**src/rtl/tt_pkg.sv**
```systemverilog
package tt_pkg;
  // Number of pairwise reduction levels for a power-of-two lane count.
  function automatic int tt_levels(input int n);
    return $clog2(n);
  endfunction
endpackage

```
**src/rtl/tt_max_tree.sv**
```systemverilog
// Registered pairwise maximum tree, heap layout: node k has children 2k, 2k+1.
// Leaves are the inputs at positions N_IN..2*N_IN-1; node 1 is the root.
module tt_max_tree #(
  parameter int N_IN  = 32,
  parameter int KEY_W = 8
) (
  input  logic                   clk,
  input  logic [N_IN*KEY_W-1:0]  keys_i,
  output logic [KEY_W-1:0]       max_o
);
  logic [KEY_W-1:0] node [1:N_IN-1];
  logic [KEY_W-1:0] ch   [2:2*N_IN-1];

  always_comb begin
    for (int k = 2; k < N_IN; k++) ch[k] = node[k];
    for (int k = 0; k < N_IN; k++) ch[N_IN+k] = keys_i[k*KEY_W +: KEY_W];
  end

  // Left child covers the lower lanes and wins on a tie.
  always_ff @(posedge clk) begin
    for (int k = 1; k < N_IN; k++)
      node[k] <= (ch[2*k+1] > ch[2*k]) ? ch[2*k+1] : ch[2*k];
  end

  assign max_o = node[1];
endmodule

```
**src/rtl/tt_delay_line.sv**
```systemverilog
// Plain register delay of DEPTH stages, no reset.
module tt_delay_line #(
  parameter int WIDTH = 8,
  parameter int DEPTH = 5
) (
  input  logic             clk,
  input  logic [WIDTH-1:0] d_i,
  output logic [WIDTH-1:0] q_o
);
  logic [WIDTH-1:0] pipe [DEPTH];

  always_ff @(posedge clk) begin
    pipe[0] <= d_i;
    for (int i = 1; i < DEPTH; i++) pipe[i] <= pipe[i-1];
  end

  assign q_o = pipe[DEPTH-1];
endmodule

```
**src/rtl/tt_lane_mask.sv**
```systemverilog
// Registered clear of one selected lane.
module tt_lane_mask #(
  parameter int N_LANES = 32,
  parameter int DATA_W  = 8,
  localparam int IDX_W  = $clog2(N_LANES)
) (
  input  logic                      clk,
  input  logic [N_LANES*DATA_W-1:0] vec_i,
  input  logic [IDX_W-1:0]          idx_i,
  output logic [N_LANES*DATA_W-1:0] vec_o
);
  always_ff @(posedge clk) begin
    for (int l = 0; l < N_LANES; l++)
      vec_o[l*DATA_W +: DATA_W] <= (idx_i == IDX_W'(l)) ? '0 : vec_i[l*DATA_W +: DATA_W];
  end
endmodule

```
**src/rtl/top2_finder.sv**
```systemverilog
module top2_finder
  import tt_pkg::*;
#(
  parameter int N_LANES = 32,
  parameter int DATA_W  = 8
) (
  input  logic                      clk,
  input  logic                      rst,
  input  logic                      in_valid,
  input  logic [N_LANES*DATA_W-1:0] in_data,
  output logic                      out_valid,
  output logic [DATA_W-1:0]         out_max,
  output logic [DATA_W-1:0]         out_second
);
  localparam int LEVELS  = tt_levels(N_LANES);
  localparam int IDX_W   = LEVELS;
  localparam int KEY1_W  = DATA_W + IDX_W;
  localparam int LATENCY = 2 * LEVELS + 1;

  // Pass 1 keys: value above inverted lane number, so a lower lane wins ties.
  logic [N_LANES*KEY1_W-1:0] keys1;
  for (genvar l = 0; l < N_LANES; l++) begin : g_key
    assign keys1[l*KEY1_W +: KEY1_W] = {in_data[l*DATA_W +: DATA_W], ~IDX_W'(l)};
  end

  logic [KEY1_W-1:0] win_key;
  tt_max_tree #(.N_IN(N_LANES), .KEY_W(KEY1_W)) u_tree1 (
    .clk(clk), .keys_i(keys1), .max_o(win_key)
  );

  logic [DATA_W-1:0] win_val;
  logic [IDX_W-1:0]  win_idx;
  assign win_val = win_key[KEY1_W-1:IDX_W];
  assign win_idx = ~win_key[IDX_W-1:0];

  // Raw copy aligned with the winner leaving pass 1.
  logic [N_LANES*DATA_W-1:0] data_dly;
  tt_delay_line #(.WIDTH(N_LANES*DATA_W), .DEPTH(LEVELS)) u_data_dly (
    .clk(clk), .d_i(in_data), .q_o(data_dly)
  );

  logic [N_LANES*DATA_W-1:0] masked;
  tt_lane_mask #(.N_LANES(N_LANES), .DATA_W(DATA_W)) u_mask (
    .clk(clk), .vec_i(data_dly), .idx_i(win_idx), .vec_o(masked)
  );

  // Pass 2 on the cleared copy; its root register drives out_second.
  tt_max_tree #(.N_IN(N_LANES), .KEY_W(DATA_W)) u_tree2 (
    .clk(clk), .keys_i(masked), .max_o(out_second)
  );

  // Hold the maximum for the mask stage plus pass 2.
  tt_delay_line #(.WIDTH(DATA_W), .DEPTH(LEVELS + 1)) u_max_dly (
    .clk(clk), .d_i(win_val), .q_o(out_max)
  );

  logic [LATENCY-1:0] vld_pipe;
  always_ff @(posedge clk) begin
    if (rst) vld_pipe <= '0;
    else     vld_pipe <= {vld_pipe[LATENCY-2:0], in_valid};
  end
  assign out_valid = vld_pipe[LATENCY-1];
endmodule

```
**config.mk**
```make
export PLATFORM = sky130hd
export DESIGN_NAME = top2_finder
export DESIGN_NICKNAME = d
export VERILOG_FILES = /design/src/rtl/tt_pkg.sv /design/src/rtl/tt_max_tree.sv /design/src/rtl/tt_delay_line.sv /design/src/rtl/tt_lane_mask.sv /design/src/rtl/top2_finder.sv
export SDC_FILE = /design/constraint.sdc
export NUM_CORES = 2
export LEC_CHECK = 0
export BUFFER_PORTS_ARGS = -buffer_cell sky130_fd_sc_hd__buf_2
export CAP_MARGIN = 20
export CORE_AREA = 2 2 421 256
export DETAILED_ROUTE_END_ITERATION = 6
export DIE_AREA = 0 0 423 258
export PLACE_DENSITY = 0.88
export SYNTH_ARGS = -nofsm -noshare
export SYNTH_HDL_FRONTEND = slang
export SYNTH_SLANG_ARGS = --single-unit
```
**constraint.sdc**
```tcl
create_clock -name clk -period 5 [get_ports clk]
set_clock_uncertainty 0.05 [all_clocks]
set_input_delay 1 -clock clk [delete_from_list [all_inputs] [get_ports clk]]
set_output_delay 1 -clock clk [all_outputs]
set_load 0.01 [all_outputs]
```
==> impl_results.md <==
- Slew Limit Fails: 0
- LEAKAGE: 32.20 nW
- Worst Hold Launch: u_data_dly.pipe[3][63]$_DFF_P_
- Pint: 31.97 mW
- Compound-Gate Fraction of Synth Area: 0.04385
- Vias in the first global route: 35110
- CTS tree: built
- Dominant synthesized flop cell: dfxtp_1
- YS warnings: 0
- Core area: 105900 um2
- Die H: 258 um
- Highest clock rate: 371.0 MHz
- FF/Latch Area: 43000 um2
- IO buf count: 275
- Adder-Cell Fraction of Synth Area: 0.09269
- Synth cell types: 27
- Hold Path Class: reg -> reg
- Avg Cell Area, Syn: 13.72 um2
- Synth area leaders: dfxtp_1, mux2_2, ha_1
- Filler cells: 6896
- Worst R2R Path Depth: 8
- Vias per cell: 5.010
- Final Hold Fails: 0
- Maximum buffer depth of the clock tree: 3
- Mux share of post-synthesis cell area: 0.09364
- WL final: 122.3 mm
- Initial antenna violation count: 5
- Number of CTS-inserted buffers: 167
- Critical path endpoint category: flop
- CTS clk-pin slew, worst paths: 0.07 ns
- Die Area: 109100 um2
- Initial drt markers: 1703
- Hold bufs inserted after CTS: 0
- Root buffer cell: clkbuf_16
- Largest net degree at the start of global routing: 20
- WL per Instance: 18.59 um
- Worst-Skew Late Latency: 0.78 ns
- Dominant cell by count in the synthesized netlist: dfxtp_1
- Boundary pin count: 276
- Inst Count DP: 6270
- Seq cells post-synth: 2148
- Worst-margin pin slew: 1.153 ns
- Final setup viols: 0
- H-tree Lvls: 4
- Pre-CTS setup slack: 1.985 ns
- Pwr/cell area: 608.8 nW/um2
- RR Startpoint: u_tree1.node[0][137]$_DFF_P_
- Post-Synthesis Cells: 4574
- Row count: 93
- Comb pwr share: 0.190
- Clk network pwr share: 0.323
- Multi-input logic area: 17850 um2
- Syn_nets: 5298
- Flop-to-flop setup slack: 2.30 ns
- Req. time, crit path: 5.58 ns
- Hpwl dp: 84.13 mm
- Commonest cells in the netlist: dfxtp_1, mux2_2, inv_1
- Final nets: 5739
- Layout Area Growth over Synthesis: 14.58%
- First drt pass iteration count: 5
- Final worst slack: 2.305 ns
- Share of layout cells above drive strength 1: 0.2233
- Ys async rst share: 0
- Hold depth: 0
- Startpoint Class: flop
- Slew headroom: 0.2299
- P_sw: 11.81 mW
- Largest family of logic cells by synthesized area: multiplexers
- Grt total ovfl: 0
- Worst Path Class, Setup: reg -> reg
- Post-Layout Cell Count: 6578
- Sequential group share of total power: 0.487
- XOR/XNOR share of the synthesized area: 0
- Gpl congestion: 0.8680
- Synth area leader: dfxtp_1
- RR Endpoint: u_tree1.node[0][77]$_DFF_P_
- Die X-Extent: 423 um
- Critical path arrival: 3.28 ns
- Crit path time final: 2.695 ns
- Residual DRC: 0
- Initial Util: 0.5928
- Synth Area in Simple Gates: 0.05426
- Utilization after layout: 0.6793
- Total GRT Usage: 0.2232
- RSZ-0062 raised after global routing: no
- # Max-Cap Violations: 0
- Count of cells resized by post-cts repair: 0
- Routed vias: 32960
- Status: complete, no violations
- CTS Sinks: 2148
- Share of the synthesized area in the top cell type: 0.6850
- Fin Setup TNS: 0 ns
- Hold_ws: 0.2610 ns
- Post-synth EDFFs: 0
- Worst vdd ir: 321.3 uV
- Area of the mapped netlist: 62770 um2
- CP max FO: 6
- First-pass GRT wire length: 190.3 mm
- Setup Fix Bufs, Post-CTS: 0
- Post-route ant nets: 0
- Hold endpoint: u_data_dly.pipe[4][63]$_DFF_P_
- Post-synthesis sequential area ratio: 0.6850
- Net Sw Frac: 0.2698
- Tcrit/Tclk final: 0.5391
-- cell families (layout without fill, tap and decap cells) --
logic type      Yosys count  count (layout)
other cells               0               2
buf+inv                 506            1083
compound gates          341             341
fa+ha+maj               465             465
mux                     522             522
flops                  2148            2148
simple gates            592             592
-- power groups by stage --
stage | Clock, mW | Combinational [mW] | Sequential, mW
global placement | 0 | 7.72 | 21.5
global route | 15.0 | 9.15 | 21.5
CTS | 14.4 | 8.31 | 21.3
finish | 14.2 | 8.33 | 21.3
floorplan | 0 | 6.11 | 20.8
detailed placement | 0 | 8.07 | 21.6
-- worst max path at each step --
stage	start	endpoint	slack [ns]
global route	u_tree1.node[0][137]$_DFF_P_	u_tree1.node[0][76]$_DFF_P_	2.23
finish	u_tree1.node[0][137]$_DFF_P_	u_tree1.node[0][77]$_DFF_P_	2.30
floorplan	in_data[162]	u_tree1.node[1][135]$_DFF_P_	2.65
detailed placement	in_data[162]	u_tree1.node[1][136]$_DFF_P_	1.98
global placement	in_data[162]	u_tree1.node[1][137]$_DFF_P_	2.00
CTS	u_tree1.node[0][137]$_DFF_P_	u_tree1.node[0][76]$_DFF_P_	2.38
-- worst max-delay path, stage by stage, from the launching register on --
cell and delay, ns:
dfxtp_1 0.35, inv_1 0.06, ha_1 0.29, nand4b_1 0.11, nand2_1 0.09, a21oi_1 0.08, o21ai_0 0.79, buf_4 0.31
mux2_2 0.42
-- flip-flops by register name, indices dropped and copies added, names as in the netlist --
signal,flops
u_max_dly.pipe,48
u_tree2.node,248
vld_pipe,11
u_tree1.node,305
u_mask.vec_o,256
u_data_dly.pipe,1280
-- layer usage --
metal / part of all wire / GRT usage
met5: 0 / 0
met4: 0.029 / 0.08136
met3: 0.045 / 0.03663
met2: 0.48 / 0.3778
met1: 0.45 / 0.2899
-- area by class of cell --
class                           count  share of cell area
Clock inverter                     83             0.01710
Clock buffer                      222             0.06614
Timing Repair Buffer              282             0.01992
Tap cell                         1425             0.02479
Inverter                          496             0.02589
Multi-Input combinational cell   1920              0.2482
Sequential cell                  2148              0.5979
Antenna cell                        2          0.00006958
-- placed cells by master (no fill, tap or decap) --
cell type	Yosys	layout
or3_1	4	4
inv_6	0	11
o21ai_2	24	24
and2_1	160	160
bufinv_16	0	24
buf_4	3	6
nor2_1	75	75
mux2_2	522	522
clkinv_8	0	5
a211oi_1	62	62
nand2_1	75	75
clkinvlp_4	0	6
inv_16	0	5
nor2b_1	140	140
nor3_1	1	1
nand3b_1	3	3
o32ai_4	31	31
o21ai_0	37	37
diode_2	0	2
nand2b_1	2	2
inv_1	496	496
o211ai_2	5	5
clkinv_4	0	7
buf_2	4	275
nand4b_1	31	31
o211ai_1	26	26
o21ai_1	1	1
ha_1	465	465
buf_6	0	1
clkbuf_1	3	19
clkbuf_8	0	35
clkinv_2	0	25
nand4_1	93	93
nand3_1	5	5
dfxtp_1	2148	2148
clkbuf_16	0	168
a21oi_1	155	155
nor3b_1	3	3
-- per-stage QoR --
stage          power [mW]  area (um2)
5_1_grt             45.69       71920
2_1_floorplan       26.92       62770
3_5_place_dp        29.68       65920
6_report            43.79       71930
3_3_place_gp        29.23       65920
4_1_cts             43.97       71910
Power figures use the tool's default switching activity.
